### src/rtl/dma_pkg.sv
package dma_pkg;
  localparam int NCH = 2;

  typedef enum logic [2:0] {
    E_IDLE,
    E_REQ,
    E_RD,
    E_RWT,
    E_WR
  } eng_st_t;

  function automatic logic [2:0] unit_bytes(input logic [1:0] sz);
    case (sz)
      2'd0:    unit_bytes = 3'd1;
      2'd1:    unit_bytes = 3'd2;
      default: unit_bytes = 3'd4;
    endcase
  endfunction

  function automatic logic bad_align(input logic [1:0] lo, input logic [1:0] sz);
    case (sz)
      2'd0:    bad_align = 1'b0;
      2'd1:    bad_align = lo[0];
      2'd2:    bad_align = |lo;
      default: bad_align = 1'b1;
    endcase
  endfunction
endpackage

### src/rtl/dma_chan.sv
module dma_chan
  import dma_pkg::*;
#(
  parameter int AW = 32,
  parameter int CW = 16
) (
  input  logic          clk,
  input  logic          rst_n,
  input  logic          load,
  input  logic [AW-1:0] src_i,
  input  logic [AW-1:0] dst_i,
  input  logic [CW-1:0] cnt_i,
  input  logic [1:0]    size_i,
  input  logic          burst_i,
  input  logic          ext_i,
  input  logic          sw_req,
  input  logic          ext_req,
  input  logic          adv,
  output logic          pend,
  output logic [AW-1:0] src_o,
  output logic [AW-1:0] dst_o,
  output logic [1:0]    size_o,
  output logic          burst_o,
  output logic          last_o,
  output logic          busy_o,
  output logic          done_o,
  output logic          err_o
);
  logic          act, go, ext_q;
  logic [CW-1:0] cnt;
  logic [AW-1:0] step;

  assign step = AW'(unit_bytes(size_o));

  always_ff @(posedge clk or negedge rst_n) begin
    if (!rst_n) begin
      act <= 1'b0; go <= 1'b0; ext_q <= 1'b0; cnt <= '0;
      src_o <= '0; dst_o <= '0; size_o <= '0; burst_o <= 1'b0;
      done_o <= 1'b0; err_o <= 1'b0;
    end else if (load && !act) begin
      // only an idle channel accepts a new load
      src_o <= src_i; dst_o <= dst_i; cnt <= cnt_i;
      size_o <= size_i; burst_o <= burst_i; ext_q <= ext_i;
      done_o <= 1'b0; go <= 1'b0;
      if (bad_align(src_i[1:0], size_i) || bad_align(dst_i[1:0], size_i)) begin
        err_o <= 1'b1; act <= 1'b0;
      end else begin
        err_o <= 1'b0; act <= 1'b1;
      end
    end else if (act) begin
      if (sw_req && !ext_q) go <= 1'b1;
      if (adv) begin
        src_o <= src_o + step;
        dst_o <= dst_o + step;
        cnt   <= cnt - 1'b1;              // 0 wraps: 65,536 units
        if (last_o) begin
          act <= 1'b0; done_o <= 1'b1; go <= 1'b0;
        end
      end
    end
  end

  assign last_o = (cnt == CW'(1));
  assign busy_o = act;
  assign pend   = act && (ext_q ? ext_req : go);
endmodule

### src/rtl/dma_arb.sv
module dma_arb (
  input  logic       clk,
  input  logic       rst_n,
  input  logic       rr_mode,
  input  logic [1:0] pend,
  input  logic       take,
  output logic       win,
  output logic       any
);
  logic last_q;

  always_comb begin
    if (&pend) win = rr_mode ? ~last_q : 1'b0;
    else       win = pend[1];
  end
  assign any = |pend;

  always_ff @(posedge clk or negedge rst_n) begin
    if (!rst_n)    last_q <= 1'b1;
    else if (take) last_q <= win;
  end
endmodule

### src/rtl/dma_engine.sv
module dma_engine
  import dma_pkg::*;
#(
  parameter int AW = 32,
  parameter int DW = 32
) (
  input  logic                    clk,
  input  logic                    rst_n,
  input  logic                    any,
  input  logic                    win,
  input  logic [NCH-1:0][AW-1:0]  ch_src,
  input  logic [NCH-1:0][AW-1:0]  ch_dst,
  input  logic [NCH-1:0][1:0]     ch_size,
  input  logic [NCH-1:0]          ch_burst,
  input  logic [NCH-1:0]          ch_last,
  output logic                    take,
  output logic [NCH-1:0]          adv,
  output logic                    sel,
  output logic                    bus_req,
  input  logic                    bus_gnt,
  output logic                    rd_valid,
  input  logic                    rd_ready,
  output logic [AW-1:0]           rd_addr,
  output logic [1:0]              rd_size,
  input  logic                    rdata_valid,
  input  logic [DW-1:0]           rdata,
  output logic                    wr_valid,
  input  logic                    wr_ready,
  output logic [AW-1:0]           wr_addr,
  output logic [1:0]              wr_size,
  output logic [DW-1:0]           wr_data
);
  eng_st_t       st;
  logic [DW-1:0] data_q;
  logic          wr_done;

  assign wr_done = (st == E_WR) && wr_ready;
  assign take    = (st == E_IDLE) && any;

  always_ff @(posedge clk or negedge rst_n) begin
    if (!rst_n) begin
      st <= E_IDLE; sel <= 1'b0; data_q <= '0;
    end else begin
      case (st)
        E_IDLE: if (any) begin sel <= win; st <= E_REQ; end
        E_REQ:  if (bus_gnt) st <= E_RD;
        E_RD:   if (rd_ready) st <= E_RWT;
        E_RWT:  if (rdata_valid) begin data_q <= rdata; st <= E_WR; end
        E_WR:   if (wr_ready)
                  st <= (ch_burst[sel] && !ch_last[sel]) ? E_RD : E_IDLE;
        default: st <= E_IDLE;
      endcase
    end
  end

  always_comb begin
    adv = '0;
    adv[sel] = wr_done;
  end

  assign bus_req  = (st != E_IDLE);
  assign rd_valid = (st == E_RD);
  assign rd_addr  = ch_src[sel];
  assign rd_size  = ch_size[sel];
  assign wr_valid = (st == E_WR);
  assign wr_addr  = ch_dst[sel];
  assign wr_size  = ch_size[sel];
  assign wr_data  = data_q;
endmodule

### src/rtl/dma2ch.sv
module dma2ch
  import dma_pkg::*;
#(
  parameter int AW = 32,
  parameter int DW = 32,
  parameter int CW = 16
) (
  input  logic                   clk,
  input  logic                   rst_n,
  input  logic                   arb_rr,
  input  logic [NCH-1:0]         cfg_load,
  input  logic [NCH-1:0][AW-1:0] cfg_src,
  input  logic [NCH-1:0][AW-1:0] cfg_dst,
  input  logic [NCH-1:0][CW-1:0] cfg_count,
  input  logic [NCH-1:0][1:0]    cfg_size,
  input  logic [NCH-1:0]         cfg_burst,
  input  logic [NCH-1:0]         cfg_ext,
  input  logic [NCH-1:0]         sw_req,
  input  logic [NCH-1:0]         ext_req,
  input  logic [NCH-1:0]         irq_mask,
  output logic                   bus_req,
  input  logic                   bus_gnt,
  output logic                   rd_valid,
  input  logic                   rd_ready,
  output logic [AW-1:0]          rd_addr,
  output logic [1:0]             rd_size,
  input  logic                   rdata_valid,
  input  logic [DW-1:0]          rdata,
  output logic                   wr_valid,
  input  logic                   wr_ready,
  output logic [AW-1:0]          wr_addr,
  output logic [1:0]             wr_size,
  output logic [DW-1:0]          wr_data,
  output logic [NCH-1:0]         ch_busy,
  output logic [NCH-1:0]         ch_done,
  output logic [NCH-1:0]         ch_err,
  output logic [NCH-1:0]         irq
);
  logic [NCH-1:0]         pend, burst_v, last_v, adv;
  logic [NCH-1:0][AW-1:0] src_v, dst_v;
  logic [NCH-1:0][1:0]    size_v;
  logic                   win, any, take, sel;

  for (genvar i = 0; i < NCH; i++) begin : g_ch
    dma_chan #(.AW(AW), .CW(CW)) u_chan (
      .clk(clk), .rst_n(rst_n), .load(cfg_load[i]),
      .src_i(cfg_src[i]), .dst_i(cfg_dst[i]), .cnt_i(cfg_count[i]),
      .size_i(cfg_size[i]), .burst_i(cfg_burst[i]), .ext_i(cfg_ext[i]),
      .sw_req(sw_req[i]), .ext_req(ext_req[i]), .adv(adv[i]),
      .pend(pend[i]), .src_o(src_v[i]), .dst_o(dst_v[i]), .size_o(size_v[i]),
      .burst_o(burst_v[i]), .last_o(last_v[i]), .busy_o(ch_busy[i]),
      .done_o(ch_done[i]), .err_o(ch_err[i])
    );
  end

  dma_arb u_arb (
    .clk(clk), .rst_n(rst_n), .rr_mode(arb_rr), .pend(pend),
    .take(take), .win(win), .any(any)
  );

  dma_engine #(.AW(AW), .DW(DW)) u_eng (
    .clk(clk), .rst_n(rst_n), .any(any), .win(win),
    .ch_src(src_v), .ch_dst(dst_v), .ch_size(size_v),
    .ch_burst(burst_v), .ch_last(last_v),
    .take(take), .adv(adv), .sel(sel),
    .bus_req(bus_req), .bus_gnt(bus_gnt),
    .rd_valid(rd_valid), .rd_ready(rd_ready), .rd_addr(rd_addr), .rd_size(rd_size),
    .rdata_valid(rdata_valid), .rdata(rdata),
    .wr_valid(wr_valid), .wr_ready(wr_ready), .wr_addr(wr_addr),
    .wr_size(wr_size), .wr_data(wr_data)
  );

  assign irq = (ch_done | ch_err) & ~irq_mask;
endmodule

### config.mk
export PLATFORM = sky130hd
export DESIGN_NAME = dma2ch
export DESIGN_NICKNAME = d
export VERILOG_FILES = /design/src/rtl/dma_pkg.sv /design/src/rtl/dma_chan.sv /design/src/rtl/dma_arb.sv /design/src/rtl/dma_engine.sv /design/src/rtl/dma2ch.sv
export SDC_FILE = /design/constraint.sdc
export NUM_CORES = 1
export LEC_CHECK = 0
export CAP_MARGIN = 20
export CORE_MARGIN = 2
export CORE_UTILIZATION = 45
export CTS_BUF_LIST = sky130_fd_sc_hd__clkbuf_4 sky130_fd_sc_hd__clkbuf_8
export DETAILED_ROUTE_END_ITERATION = 7
export PLACE_DENSITY = 0.8
export SKIP_LAST_GASP = 1
export SYNTH_ARGS = -nofsm -noshare
export SYNTH_HDL_FRONTEND = slang
export SYNTH_SLANG_ARGS = --single-unit
### constraint.sdc
create_clock -name clk -period 2.4 [get_ports clk]
set_clock_uncertainty 0.1 [all_clocks]
set_input_delay 0.48 -clock clk [delete_from_list [all_inputs] [get_ports clk]]
set_output_delay 0.48 -clock clk [all_outputs]
set_load 0.03 [all_outputs]
# ---- Yosys cells after proc, flatten, opt, wreduce, memory -nomap -nowiden
# Cells that the tools add are included.
dict set report totals {
  in_bits 215
  output_inout_bits 111
  ff_bits 213
  word_cells 177
  latchBits 0
  mem_count 0
  romBits 0
  ramBits 0
}
dict set report classes {
  muxes 81
  magnitude_cmp 2
  eq_ne 17
  div_mod_pow 0
  bitwise_logic 5
  shifts 0
  n_mul 0
  n_reduce_logical 42
  addsub 6
}
# cell n
set ops {}
lappend ops {{32-bit 2-to-1 mux} 16}
lappend ops {{32-bit by 3-bit adder with 32-bit output} 4}
lappend ops {{16-bit 2-to-1 mux} 6}
lappend ops {{1-bit 2-to-1 mux} 43}
lappend ops {{16-bit by 1-bit equality test with 1-bit output, second input constant} 2}
lappend ops {{16-bit by 1-bit subtractor with 16-bit output, second input constant} 2}
lappend ops {{3-bit 2-to-1 mux} 5}
lappend ops {{3-bit case mux with 5 select lines} 1}
lappend ops {{1-bit case mux with 3 select lines} 4}
lappend ops {{3-bit case mux with 2 select lines} 2}
lappend ops {{2-bit nonzero test} 6}
lappend ops {{1-bit logical AND} 10}
lappend ops {{2-bit AND reduction} 5}
lappend ops {{2-bit OR reduction} 5}
lappend ops {{2-bit by 1-bit equality test with 1-bit output, second input constant} 4}
lappend ops {{2-bit logical NOT} 4}
lappend ops {{3-bit by 2-bit equality test with 1-bit output, second input constant} 2}
lappend ops {{2-bit 2-to-1 mux} 3}
lappend ops {{2-bit by 1-bit inequality test with 1-bit output, second input constant} 3}
lappend ops {{3-bit AND reduction} 2}
lappend ops {{1-bit logical NOT} 5}
lappend ops {{5-bit AND reduction} 1}
lappend ops {{2-bit AND} 2}
lappend ops {{2-bit equality test, second input constant} 2}
lappend ops {{other kinds (12)} 14}

# ---- Logic depth before layout (Yosys ltp)
dict set report depth {
  word_depth 8
  ltp_mapped 10
  ltp_nobuf 8
}

# ---- Cells and area by module
# Synthesis repeated with hierarchy kept, for this count alone.
dict set report unflattened {
  cells_unflattened 1324
  hier_area_um2 12341.8
}
# module instances seq_area_each_um2 area_per_inst_um2 cells_each
set modules_own_cells {}
lappend modules_own_cells {dma_chan 2 2202.1 4933.5 572}
lappend modules_own_cells {dma_engine 1 900.9 2384.8 172}
lappend modules_own_cells {dma_arb 1 26.3 70.1 6}
lappend modules_own_cells {dma2ch 1 0.0 20.0 2}

# ---- Worst setup path before layout
# OpenSTA, ideal clock, no wires.
dict set report synth_timing {
  kind {register to register}
  from {register g_ch[0].u_chan.size_o[1]}
  to {register g_ch[0].u_chan.dst_o[28]}
  n_path_buf 1
  path_stages_with_launch 10
  period_less_slack_ps 2446
  setup_time_ps 82
  required_ps 2218
  path_slack_ps -46
  arrival_ps 2264
  path_cell_list {dfrtp_1 > buf_2 > nand2b_1 > xnor2_1 > ha_1 > a211oi_1 > nor3_2 > nand4_1 > or3_1 > a31oi_1}
}
dict set report synth_via {
  elab_chain_len 6
  elab_cells_between_ends 7
  classes_between {add/sub: 1; eq/ne: 1; mux: 4; reduce/logical: 1}
}
# element line_no
set synth_lines {}
lappend synth_lines {{start: declaration} dma_chan.sv:22} ;# output logic [1:0] size_o,
lappend synth_lines {{start signal: assignment} dma_chan.sv:43} ;# size_o <= size_i; burst_o <= burst_i; ext_q <= ext_i;
lappend synth_lines {{2-bit by 1-bit equality test with 1-bit output / 2-bit logical NOT (equally long branches)} dma_pkg.sv:13} ;# case (sz)
lappend synth_lines {{3-bit case mux with 2 select lines *} dma_pkg.sv:13}
lappend synth_lines {{32-bit by 3-bit adder with 32-bit output *} dma_chan.sv:54} ;# dst_o <= dst_o + step;
lappend synth_lines {{32-bit 2-to-1 mux *} dma_chan.sv:52} ;# if (adv) begin
lappend synth_lines {{32-bit 2-to-1 mux *} dma_chan.sv:50} ;# end else if (act) begin
lappend synth_lines {{32-bit 2-to-1 mux *} dma_chan.sv:40} ;# end else if (load && !act) begin
lappend synth_lines {{end signal: assignment} dma_chan.sv:42} ;# src_o <= src_i; dst_o <= dst_i; cnt <= cnt_i;
lappend synth_lines {{end signal: assignment} dma_chan.sv:54}
lappend synth_lines {{end: declaration} dma_chan.sv:21} ;# output logic [AW-1:0] dst_o,
# Every way passes the cells marked *; elsewhere a longest branch is shown, timed or not. The select of a mux whose other input is x is not followed.
# A chain may end at the register's enable or synchronous reset.

# ---- Worst setup path in the final report
dict set report layout_timing {
  from {register u_eng.sel}
  to {output port rd_addr[30]}
}
dict set report layout_via {
  elab_chain_len 2
}
# element line_no
set layout_lines {}
lappend layout_lines {{start: declaration} dma_engine.sv:18} ;# output logic sel,
lappend layout_lines {{start signal: assignment} dma_engine.sv:42} ;# st <= E_IDLE; sel <= 1'b0; data_q <= '0;
lappend layout_lines {{start signal: assignment} dma_engine.sv:45} ;# E_IDLE: if (any) begin sel <= win; st <= E_REQ; end
lappend layout_lines {{32-bit 2-to-1 mux (not written as such) (2 in series)} dma_engine.sv:63} ;# assign rd_addr = ch_src[sel];
lappend layout_lines {{end: declaration} dma2ch.sv:25} ;# output logic [AW-1:0] rd_addr,
# No other way between the ends. The select of a mux whose other input is x is not followed.

==> reports/results.tsv <==
metric	value	unit
outcome	finished with violations	
failing checks	setup timing	
clk buf depth	3	
vias after detailed routing	12200	
worst-path cell with the longest stage delay	dfrtp_4	
pwr dens	1310	nW/um2
initial core utilization	45.7	%
Worst R2R Setup Slack	-0.03	ns
TritonRoute pass-1 iters	5	
share of layout cells above drive strength 1	20.7	%
Placer Congestion	0.932	
worst-skew pair later-pin latency	0.55	ns
Post-Syn Area	12200	um2
total track usage	27.8	%
grt total ovfl	0	
pre-CTS setup slack	-0.358	ns
Syn Nets	1564	
DR WL/cell	19.6	um
crit path max fanout	31	
Post-synth EDFFs	0	
CP required	1.82	ns
total CTS buffers	40	
vias per cell	5.81	
Final setup viols	62	
synthesis-to-finish area growth	42.7	%
DP Area	16500	um2
initial antenna violation count	2	
VDD IR max	0.887	mV
DPL Wire Length	30200	um
largest net degree at the start of global routing	73	
relative slew slack	45.8	%
worst setup path category	reg2out	
CTS sink count	213	
R2R Path End	g_ch[0].u_chan.dst_o[24]	
Critical Path Max Stage Delay	0.48	ns
CP startpoint kind	flop	
R2R Path Start	g_ch[0].u_chan.size_o[1]	
number of global-route vias before repair	12000	
fmax	386	MHz
Synth cell types	69	
part of the Yosys area used for sequential elements	43.5	%
H-tree depth	2	
R2R depth	9	
clock slew at reported path FFs	0.06	ns
Hold Crit Class	in2async	
antenna-violating nets left	0	
1st-iter DRT viols	1025	
area leader, netlist	dfrtp_1	
Yosys top cell area share	43.3	%
Tmin final	2.59	ns
port bufs	325	
Worst Setup End Kind	output port	
Die X	169	um
post-synthesis cell count	1337	
Ys Warns	0	
Post-synth top cells	dfrtp_1 (212), nand2_1 (187), o21ai_0 (137), nor2_1 (102), mux2_2 (98)	
static leakage	6.85	nW
MaxCap Viol Count	0	
CTS tree	built	
Synth Register Bits	213	
Async S/R FF share, synth	100	%
Slew @ Worst Pin	0.813	ns
Die Span Y	169	um
Critical Path, Cell by Cell	buf_12, mux2_2, dlygate4sd2_1	
RSZ-0062 raised after global routing	true	
final max-slew violation count	0	
Worst Setup SP	u_eng.sel	
Final WS setup	-0.189	ns
final worst path period share	108	%
Routed WL	41000	um
Ports	326	
Root Buffer	clkbuf_8	
DIE AREA	28500	um2
crit path DAT	2.01	ns
Final nets	1955	
Core Region	26800	um2
Residual DRC	0	
top cells by area, synth	dfrtp_1 (43%), mux2_2 (9.0%), nand2_1 (5.7%), o21ai_0 (5.6%), xor2_1 (3.9%)	
first-pass GRT wire length	63200	um
Final Hold Fails	0	
row count	60	
top-count cell post-synth	dfrtp_1	
ys flop type	dfrtp_1	
cell area after layout	17500	um2
Synth Area per Inst	9.16	um2
## through the flow
stage               total power (W)  instances  hold slack [ns]  util [%]  TNS (ns)
floorplan                    0.0142       1337           0.0844         -         0
global placement             0.0190       2016            0.338      61.7    -17.18
global route                 0.0242       2093            0.368      65.2    -11.51
finish                       0.0229       2093            0.355      65.2     -7.86
detailed placement           0.0194       2016            0.331      61.7    -23.85
CTS                          0.0226       2082            0.359      64.6     -9.81
## logic make-up after synthesis
| kind of cell | after synthesis | synth area share [%] |
|---|---|---|
| xor gates and xnor gates | 96 | 6.87 |
| adders and majority gates | 12 | 1.23 |
| DFF | 213 | 43.5 |
| buffers and inverters | 101 | 3.56 |
| muxes | 99 | 9.09 |
| and+or+nand+nor | 549 | 22.6 |
| AOI/OAI and AO/OA | 267 | 13.1 |
## registers in the layout (all words and copies together), names as in the netlist
register / flops
g_ch.u_chan.size_o: 4
g_ch.u_chan.err_o: 2
g_ch.u_chan.busy_o: 2
g_ch.u_chan.dst_o: 64
g_ch.u_chan.burst_o: 2
g_ch.u_chan.done_o: 2
g_ch.u_chan.ext_q: 2
u_arb.last_q: 1
u_eng.sel: 1
g_ch.u_chan.cnt: 32
u_eng.st: 3
g_ch.u_chan.go: 2
u_eng.wr_data: 32
g_ch.u_chan.src_o: 64
## timing repair
action                                  CTS  global route
pin swaps                                 0            15
gates resized for setup                  80            61
endpoints found under the setup margin   69           122
endpoints found under the hold margin    48             0
cloned                                    0             2
hold buffers                              1             0
buffers inserted                          0             8
## area by class of cell
| cell class | instances | area [um2] |
|---|---|---|
| flip-flops and latches | 213 | 5340 |
| repair buffers | 435 | 4220 |
| multi-input cells | 1023 | 6640 |
| well taps | 341 | 427 |
| fillers | 2175 | 9330 |
| clock buffers | 62 | 766 |
| diodes | 1 | 2.50 |
| inverters | 15 | 56.3 |
| clock inverters | 3 | 18.8 |
## how the worst max path moves through the flow
| stage | to | slack (ns) | cells past startpoint |
|---|---|---|---|
| 3_3_place_gp | g_ch[0].u_chan.dst_o[31] | -0.35 | 7 |
| 6_report | rd_addr[30] | -0.19 | 3 |
| 4_1_cts | rd_addr[31] | -0.20 | 3 |
| 5_1_grt | rd_addr[31] | -0.23 | 3 |
| 3_5_place_dp | g_ch[0].u_chan.dst_o[31] | -0.36 | 7 |
| 2_1_floorplan | g_ch[0].u_chan.dst_o[28] | 0.003 | 9 |
## layer usage
| layer | vias to the layer above | part of all wire [%] | GRT usage [%] |
|---|---|---|---|
| li1 | 5605 | - | - |
| met1 | 5871 | 39 | 34.6 |
| met2 | 555 | 48 | 46.0 |
| met3 | 129 | 8.1 | 6.76 |
| met4 | 2 | 4.4 | 12.9 |
| met5 | - | 0.032 | 0 |
## power breakdown
| part | leakage [nW] | total, W | switching (W) | internal [W] |
|---|---|---|---|---|
| Combinational | 3.98 | 0.0118 | 0.00658 | 0.00525 |
| Sequential | 2.44 | 0.00750 | 0.00212 | 0.00538 |
| Clock | 0.422 | 0.00357 | 0.00156 | 0.00201 |
| Total | 6.85 | 0.0229 | 0.0103 | 0.0126 |
## worst max-delay path, delay by kind of cell, from the launching register on
kind     cells  cell delay (ns)
flops        1             0.48
mux          1             0.39
buf+inv      2             0.57
## cells in the final DEF (no fill, tap or decap), types with 15 or more instances in the layout
| master | n |
|---|---|
| clkdlybuf4s50_1 | 251 |
| dfrtp_1 | 207 |
| nand2_1 | 187 |
| o21ai_0 | 132 |
| buf_4 | 104 |
| nor2_1 | 100 |
| mux2_2 | 97 |
| nand4_1 | 61 |
| xor2_1 | 54 |
| clkbuf_8 | 48 |
| xnor2_1 | 41 |
| a31oi_1 | 40 |
| dlygate4sd2_1 | 37 |
| nand3_1 | 36 |
| or3_1 | 35 |
| nor3_1 | 24 |
| and3_1 | 22 |
| buf_12 | 18 |
| a21oi_1 | 17 |
| inv_1 | 15 |
Note: power is estimated with default switching activity, not from simulation.
